**src/rtl/ddrpat_pkg.sv**
```systemverilog
package ddrpat_pkg;

    localparam int CYC_W  = 4;
    localparam int LFSR_W = 16;

    typedef enum logic [2:0] {
        CMD_DESEL = 3'd0,
        CMD_ACT   = 3'd1,
        CMD_RD    = 3'd2,
        CMD_RDAP  = 3'd3,
        CMD_PRE   = 3'd4
    } cmd_e;

    typedef struct packed {
        logic [CYC_W-1:0] rcd;
        logic [CYC_W-1:0] ras;
        logic [CYC_W-1:0] rc;
    } tim_t;

    typedef struct packed {
        logic       quad;
        logic [1:0] grade;
    } cfg_t;

    typedef struct packed {
        cmd_e       cmd;
        logic [1:0] bank;
    } slot_t;

    // Speed-grade presets; code 3 falls back to the fastest set.
    function automatic tim_t preset(input logic [1:0] grade);
        tim_t t;
        case (grade)
            2'd1:    t = '{rcd: 4'd3, ras: 4'd8,  rc: 4'd11};
            2'd2:    t = '{rcd: 4'd4, ras: 4'd10, rc: 4'd13};
            default: t = '{rcd: 4'd3, ras: 4'd7,  rc: 4'd10};
        endcase
        return t;
    endfunction

    // Four-bank loop gains one slot after the first activate for grade 2.
    function automatic logic quad_skew(input logic [1:0] grade);
        return grade == 2'd2;
    endfunction

    function automatic logic [CYC_W-1:0] loop_len(input cfg_t cfg);
        if (cfg.quad)
            return CYC_W'(10) + CYC_W'(quad_skew(cfg.grade));
        return preset(cfg.grade).rc;
    endfunction

    function automatic logic [LFSR_W-1:0] lfsr_step(input logic [LFSR_W-1:0] s);
        return {s[LFSR_W-2:0], s[15] ^ s[13] ^ s[12] ^ s[10]};
    endfunction

endpackage

```
**src/rtl/ddrpat_lfsr.sv**
```systemverilog
module ddrpat_lfsr
    import ddrpat_pkg::*;
#(
    parameter logic [LFSR_W-1:0] SEED = 16'hACE1
) (
    input  logic              clk,
    input  logic              rst,
    input  logic              adv,
    output logic [LFSR_W-1:0] state
);
    always_ff @(posedge clk) begin
        if (rst)
            state <= SEED;
        else if (adv)
            state <= lfsr_step(state);
    end
endmodule

```
**src/rtl/ddrpat_sched.sv**
```systemverilog
module ddrpat_sched
    import ddrpat_pkg::*;
(
    input  cfg_t             cfg,
    input  logic [CYC_W-1:0] cyc,
    output slot_t            slot,
    output logic             last
);
    tim_t             tim;
    logic             skew;
    logic [CYC_W-1:0] d;

    always_comb begin
        tim  = preset(cfg.grade);
        skew = quad_skew(cfg.grade);
        d    = cyc - CYC_W'(skew);
        slot = '{cmd: CMD_DESEL, bank: 2'd0};
        if (cyc == '0) begin
            slot = '{cmd: CMD_ACT, bank: 2'd0};
        end else if (!cfg.quad) begin
            if (cyc == tim.rcd)
                slot = '{cmd: CMD_RD, bank: 2'd0};
            else if (cyc == tim.ras)
                slot = '{cmd: CMD_PRE, bank: 2'd0};
        end else if (cyc > CYC_W'(skew)) begin
            case (d)
                4'd2, 4'd4, 4'd6: slot = '{cmd: CMD_ACT,  bank: d[2:1]};
                4'd3, 4'd5, 4'd7: slot = '{cmd: CMD_RDAP, bank: 2'((d - 4'd3) >> 1)};
                4'd9:             slot = '{cmd: CMD_RDAP, bank: 2'd3};
                default:          slot = '{cmd: CMD_DESEL, bank: 2'd0};
            endcase
        end
        last = (cyc == loop_len(cfg) - 4'd1);
    end
endmodule

```
**src/rtl/ddrpat_toggle.sv**
```systemverilog
module ddrpat_toggle #(
    parameter int DATA_W = 16
) (
    input  logic              clk,
    input  logic              rst,
    input  logic              adv,
    output logic [DATA_W-1:0] data
);
    localparam int HALF = DATA_W / 2;
    localparam logic [DATA_W-1:0] MASK_LO = {{HALF{1'b0}}, {HALF{1'b1}}};
    localparam logic [DATA_W-1:0] MASK_HI = ~MASK_LO;

    logic phase;

    always_ff @(posedge clk) begin
        if (rst) begin
            data  <= '0;
            phase <= 1'b0;
        end else if (adv) begin
            data  <= data ^ (phase ? MASK_HI : MASK_LO);
            phase <= ~phase;
        end
    end
endmodule

```
**src/rtl/ddrpat_seq.sv**
```systemverilog
module ddrpat_seq
    import ddrpat_pkg::*;
#(
    parameter int                ROW_W  = 12,
    parameter int                COL_W  = 10,
    parameter int                DATA_W = 16,
    parameter logic [LFSR_W-1:0] SEED   = 16'hACE1
) (
    input  logic              clk,
    input  logic              rst,
    input  logic              quad_i,
    input  logic [1:0]        grade_i,
    output logic [2:0]        cmd_o,
    output logic [1:0]        bank_o,
    output logic [ROW_W-1:0]  row_o,
    output logic [COL_W-1:0]  col_o,
    output logic [DATA_W-1:0] data_o
);
    logic             run_q;
    logic [CYC_W-1:0] cyc_q;
    cfg_t             cfg_q;
    slot_t            slot;
    logic             last;
    logic [LFSR_W-1:0] addr_state;

    always_ff @(posedge clk) begin
        if (rst) begin
            run_q <= 1'b0;
            cyc_q <= '0;
            cfg_q <= '{quad: quad_i, grade: grade_i};
        end else if (!run_q || last) begin
            run_q <= 1'b1;
            cyc_q <= '0;
            cfg_q <= '{quad: quad_i, grade: grade_i};
        end else begin
            cyc_q <= cyc_q + 4'd1;
        end
    end

    ddrpat_sched u_sched (
        .cfg  (cfg_q),
        .cyc  (cyc_q),
        .slot (slot),
        .last (last)
    );

    ddrpat_lfsr #(.SEED(SEED)) u_lfsr (
        .clk   (clk),
        .rst   (rst),
        .adv   (run_q && last),
        .state (addr_state)
    );

    ddrpat_toggle #(.DATA_W(DATA_W)) u_toggle (
        .clk  (clk),
        .rst  (rst),
        .adv  (run_q),
        .data (data_o)
    );

    assign cmd_o  = run_q ? slot.cmd  : CMD_DESEL;
    assign bank_o = run_q ? slot.bank : 2'd0;
    assign row_o  = addr_state[ROW_W-1:0];
    assign col_o  = addr_state[LFSR_W-1 -: COL_W];
endmodule

```
**config.mk**
```make
export PLATFORM = sky130hd
export DESIGN_NAME = ddrpat_seq
export DESIGN_NICKNAME = d
export VERILOG_FILES = /design/src/rtl/ddrpat_pkg.sv /design/src/rtl/ddrpat_lfsr.sv /design/src/rtl/ddrpat_sched.sv /design/src/rtl/ddrpat_toggle.sv /design/src/rtl/ddrpat_seq.sv
export SDC_FILE = /design/constraint.sdc
export NUM_CORES = 1
export LEC_CHECK = 0
export BUFFER_PORTS_ARGS = -buffer_cell sky130_fd_sc_hd__buf_2
export CAP_MARGIN = 20
export CORE_UTILIZATION = 55
export CTS_CLUSTER_DIAMETER = 80
export DETAILED_ROUTE_END_ITERATION = 10
export PLACE_DENSITY = 0.8
export SKIP_LAST_GASP = 1
export SYNTH_ARGS = -nofsm -noshare
export SYNTH_HDL_FRONTEND = slang
export SYNTH_HIERARCHICAL = 1
export SYNTH_SLANG_ARGS = --single-unit
export TNS_END_PERCENT = 1
```
**constraint.sdc**
```tcl
create_clock -name clk -period 4.6 [get_ports clk]
set_input_delay 0.23 -clock clk [delete_from_list [all_inputs] [get_ports clk]]
set_output_delay 0.23 -clock clk [all_outputs]
set_load 0.02 [all_outputs]
```
==> metrics.cfg <==
[cells_and_area]
fillers = 348
regArea_sq_um = 851
antenna_cells = 0
area_growth_pct = 10.2
drive_above_1_share = 0.317
multi_input_area_sq_um = 1310
nets = 286

[timing]
setup-tns-final_ns = 0
fin_crit_sh = 0.664
period_needed_ns = 3.05
worstMarginPinSlew_ns = 0.769
rsz0062_at_grt = no
max-slew-margin-rel = 0.487
hold_viol = 0
clock_skew_ns = 0.00558
slew_violations = 0
setup_violations = 0
max_freq_mhz = 327

[power_and_ir_drop]
pwr_density_cell_nw_per_um2 = 297
p_leak_nw = 1.15
seq_power_share = 0.514
power_mw = 0.767
internal-power_mw = 0.567
clockPowerShare = 0.302
power.switching_mw = 0.200
swShare = 0.261
peakVddDrop_uv = 174
power_frac_comb = 0.184

[placement]
port_buffers = 47
dp_hpwl_microns = 2710
gp_congestion = 0.748

[synth]
synth_area_sq_um = 2340
synthesis.nets = 249
synth.most_common_cell = dfxtp_1
synth-seq-area-share = 0.363
yosysWarnings = 6
synth_top_cells_by_area = dfxtp_1 32%, mux2_4 10%, mux2i_1 7.3%
syn_inst = 233
ys_ff_latch = 41
synth_enable_flop_cells = 3
async_flop_share = 0
yosysUniqueCellTypes = 44
synth_common_cells = 38 x dfxtp_1, 31 x nor2_1, 17 x mux2i_1, 17 x nor2b_1, 16 x mux2_4
avgSynthCellArea_sq_um = 10.1
synth_top_area_frac = 0.324
ys_dominant_reg_cell = dfxtp_1
yosysTopAreaCell = dfxtp_1

[critical_path]
end_kind = output pin
r2r_cells = 9
worstPathRequired_ns = 4.37
timing.rr.end = u_lfsr/state[1]
r2r_setup_slack_ns = 2.17
arrival_ns = 2.82
cp_max_fo = 4
setup.worst_path.class = register to output pin
crit_path_start_kind = register
r2r_start = cfg_q[0]

[min_path]
hp-start = grade_i[1]
holdPathStages = 1
worstHoldEndpoint = cfg_q[1]
worstHoldPathType = primary input to register

[drt]
routed_wl_microns = 3790
drt-initial-drc-count = 49
firstDrtPassIters = 4
routedWlPerCell_microns = 11.8
drcViolationCount = 0
ant_nets = 0
vias = 1639
vias_per_cell = 5.11

[floorplanning]
chipHeight_microns = 67.3
io_pins = 48
die_x_microns = 67.3
fp-row-count = 23
start_util = 0.578
die-area_sq_um = 4530
core_area_sq_um = 4060

[global_routing]
grt_pass1_wl_microns = 6020
grt_start_max_net_pins = 48
first_global_vias = 1446
grt_antenna_before_repair = 0
grt_usage = 0.175
grt_overflow = 0

[clocking]
cts_made_buffers = 5
clock_latency_ns = 0.28
clock_path_buffers = 2
postCtsHoldBufs = 0
cts_setup_buffers = 0
cts_sinks = 41
htreeDepth = 2
cts_tree = built
cts.clk_slew.worst_paths_ns = 0.07
root_buffer = clkbuf_8
cts-resized-gates = 0

[run]
maxCapViolCount = 0

[run_status]
outcome = completed

[cell families after synthesis]
logic type      Yosys count  synth area share
buf+inv                  28            0.0806
flops                    41             0.363
compound gates           21            0.0630
simple gates             87             0.204
fa+ha+maj                11            0.0587
xor+xnor                 11            0.0507
mux                      34             0.180
[how the worst max path moves through the flow]
stage	slack, ns	from	to	depth (start not counted)
2_1_floorplan	2.12	cfg_q[0]	bank_o[0]	11
3_3_place_gp	1.94	cfg_q[0]	bank_o[0]	12
3_5_place_dp	1.84	cfg_q[0]	bank_o[0]	12
4_1_cts	1.52	cfg_q[0]	bank_o[0]	12
5_1_grt	1.34	cyc_q[0]	bank_o[1]	9
6_report	1.55	cfg_q[0]	bank_o[0]	12
[placed cells by master, fill, tap and decap left out, types with 2 or more instances in the layout]
cell type,count
xnor2_2,3
and2_2,6
buf_2,47
nand3_1,4
a211oi_1,4
nor2_1,31
dfxtp_1,38
a31oi_1,2
nor3_1,3
nor4_1,2
mux2_4,16
o21ai_1,2
o211ai_1,2
clkbuf_8,6
nand2_1,10
a21oi_1,4
edfxtp_1,3
xnor2_1,7
ha_1,11
nand4bb_1,2
inv_1,11
nor2b_1,17
mux2i_1,17
clkbuf_1,2
nand2b_1,3
o21ai_0,2
[area by class of cell]
cell class,instances,area share
sequential,41,0.329
timing repair buffer,47,0.0910
inverter,11,0.0160
tap,50,0.0242
multi-input combinational,164,0.505
clock buffer,8,0.0348
[state kept, by name, indices dropped and copies added, names as in the netlist]
register and cells:
cfg_q 3, cyc_q 4, run_q 1, u_lfsr/state 16
u_toggle/data 16, u_toggle/phase 1
[metal layers]
layer | GRT usage | part of all wire
met1 | 0.220 | 0.50
met2 | 0.286 | 0.46
met3 | 0.0405 | 0.031
met4 | 0.0718 | 0.015
met5 | 0 | 0
[power groups by stage]
stage	Clock, mW	Combinational (mW)	Sequential (mW)
floorplan	0	0.0994	0.416
global placement	0	0.138	0.401
detailed placement	0	0.142	0.402
CTS	0.242	0.142	0.394
global route	0.257	0.154	0.397
finish	0.232	0.141	0.394
[critical path: stages (launching register included)]
cell and delay (ns):
edfxtp_1 0.38, inv_1 0.07, ha_1 0.24, ha_1 0.22, ha_1 0.33, inv_1 0.09, ha_1 0.29, nand2b_1 0.15
a21oi_1 0.12, o21ai_0 0.10, a211oi_1 0.24, and2_2 0.17, buf_2 0.15
[stage by stage]
step                instances  instance area (sq um)  worst slack (ns)  hold slack [ns]   util
global route              321                   2580              1.34            0.113  0.637
detailed placement        313                   2490              1.84            0.411  0.615
finish                    321                   2580              1.55            0.118  0.637
CTS                       321                   2580              1.52            0.109  0.637
floorplan                 233                   2340              2.12            0.287      -
global placement          313                   2490              1.94            0.412  0.615
Power figures use the tool's default switching activity.
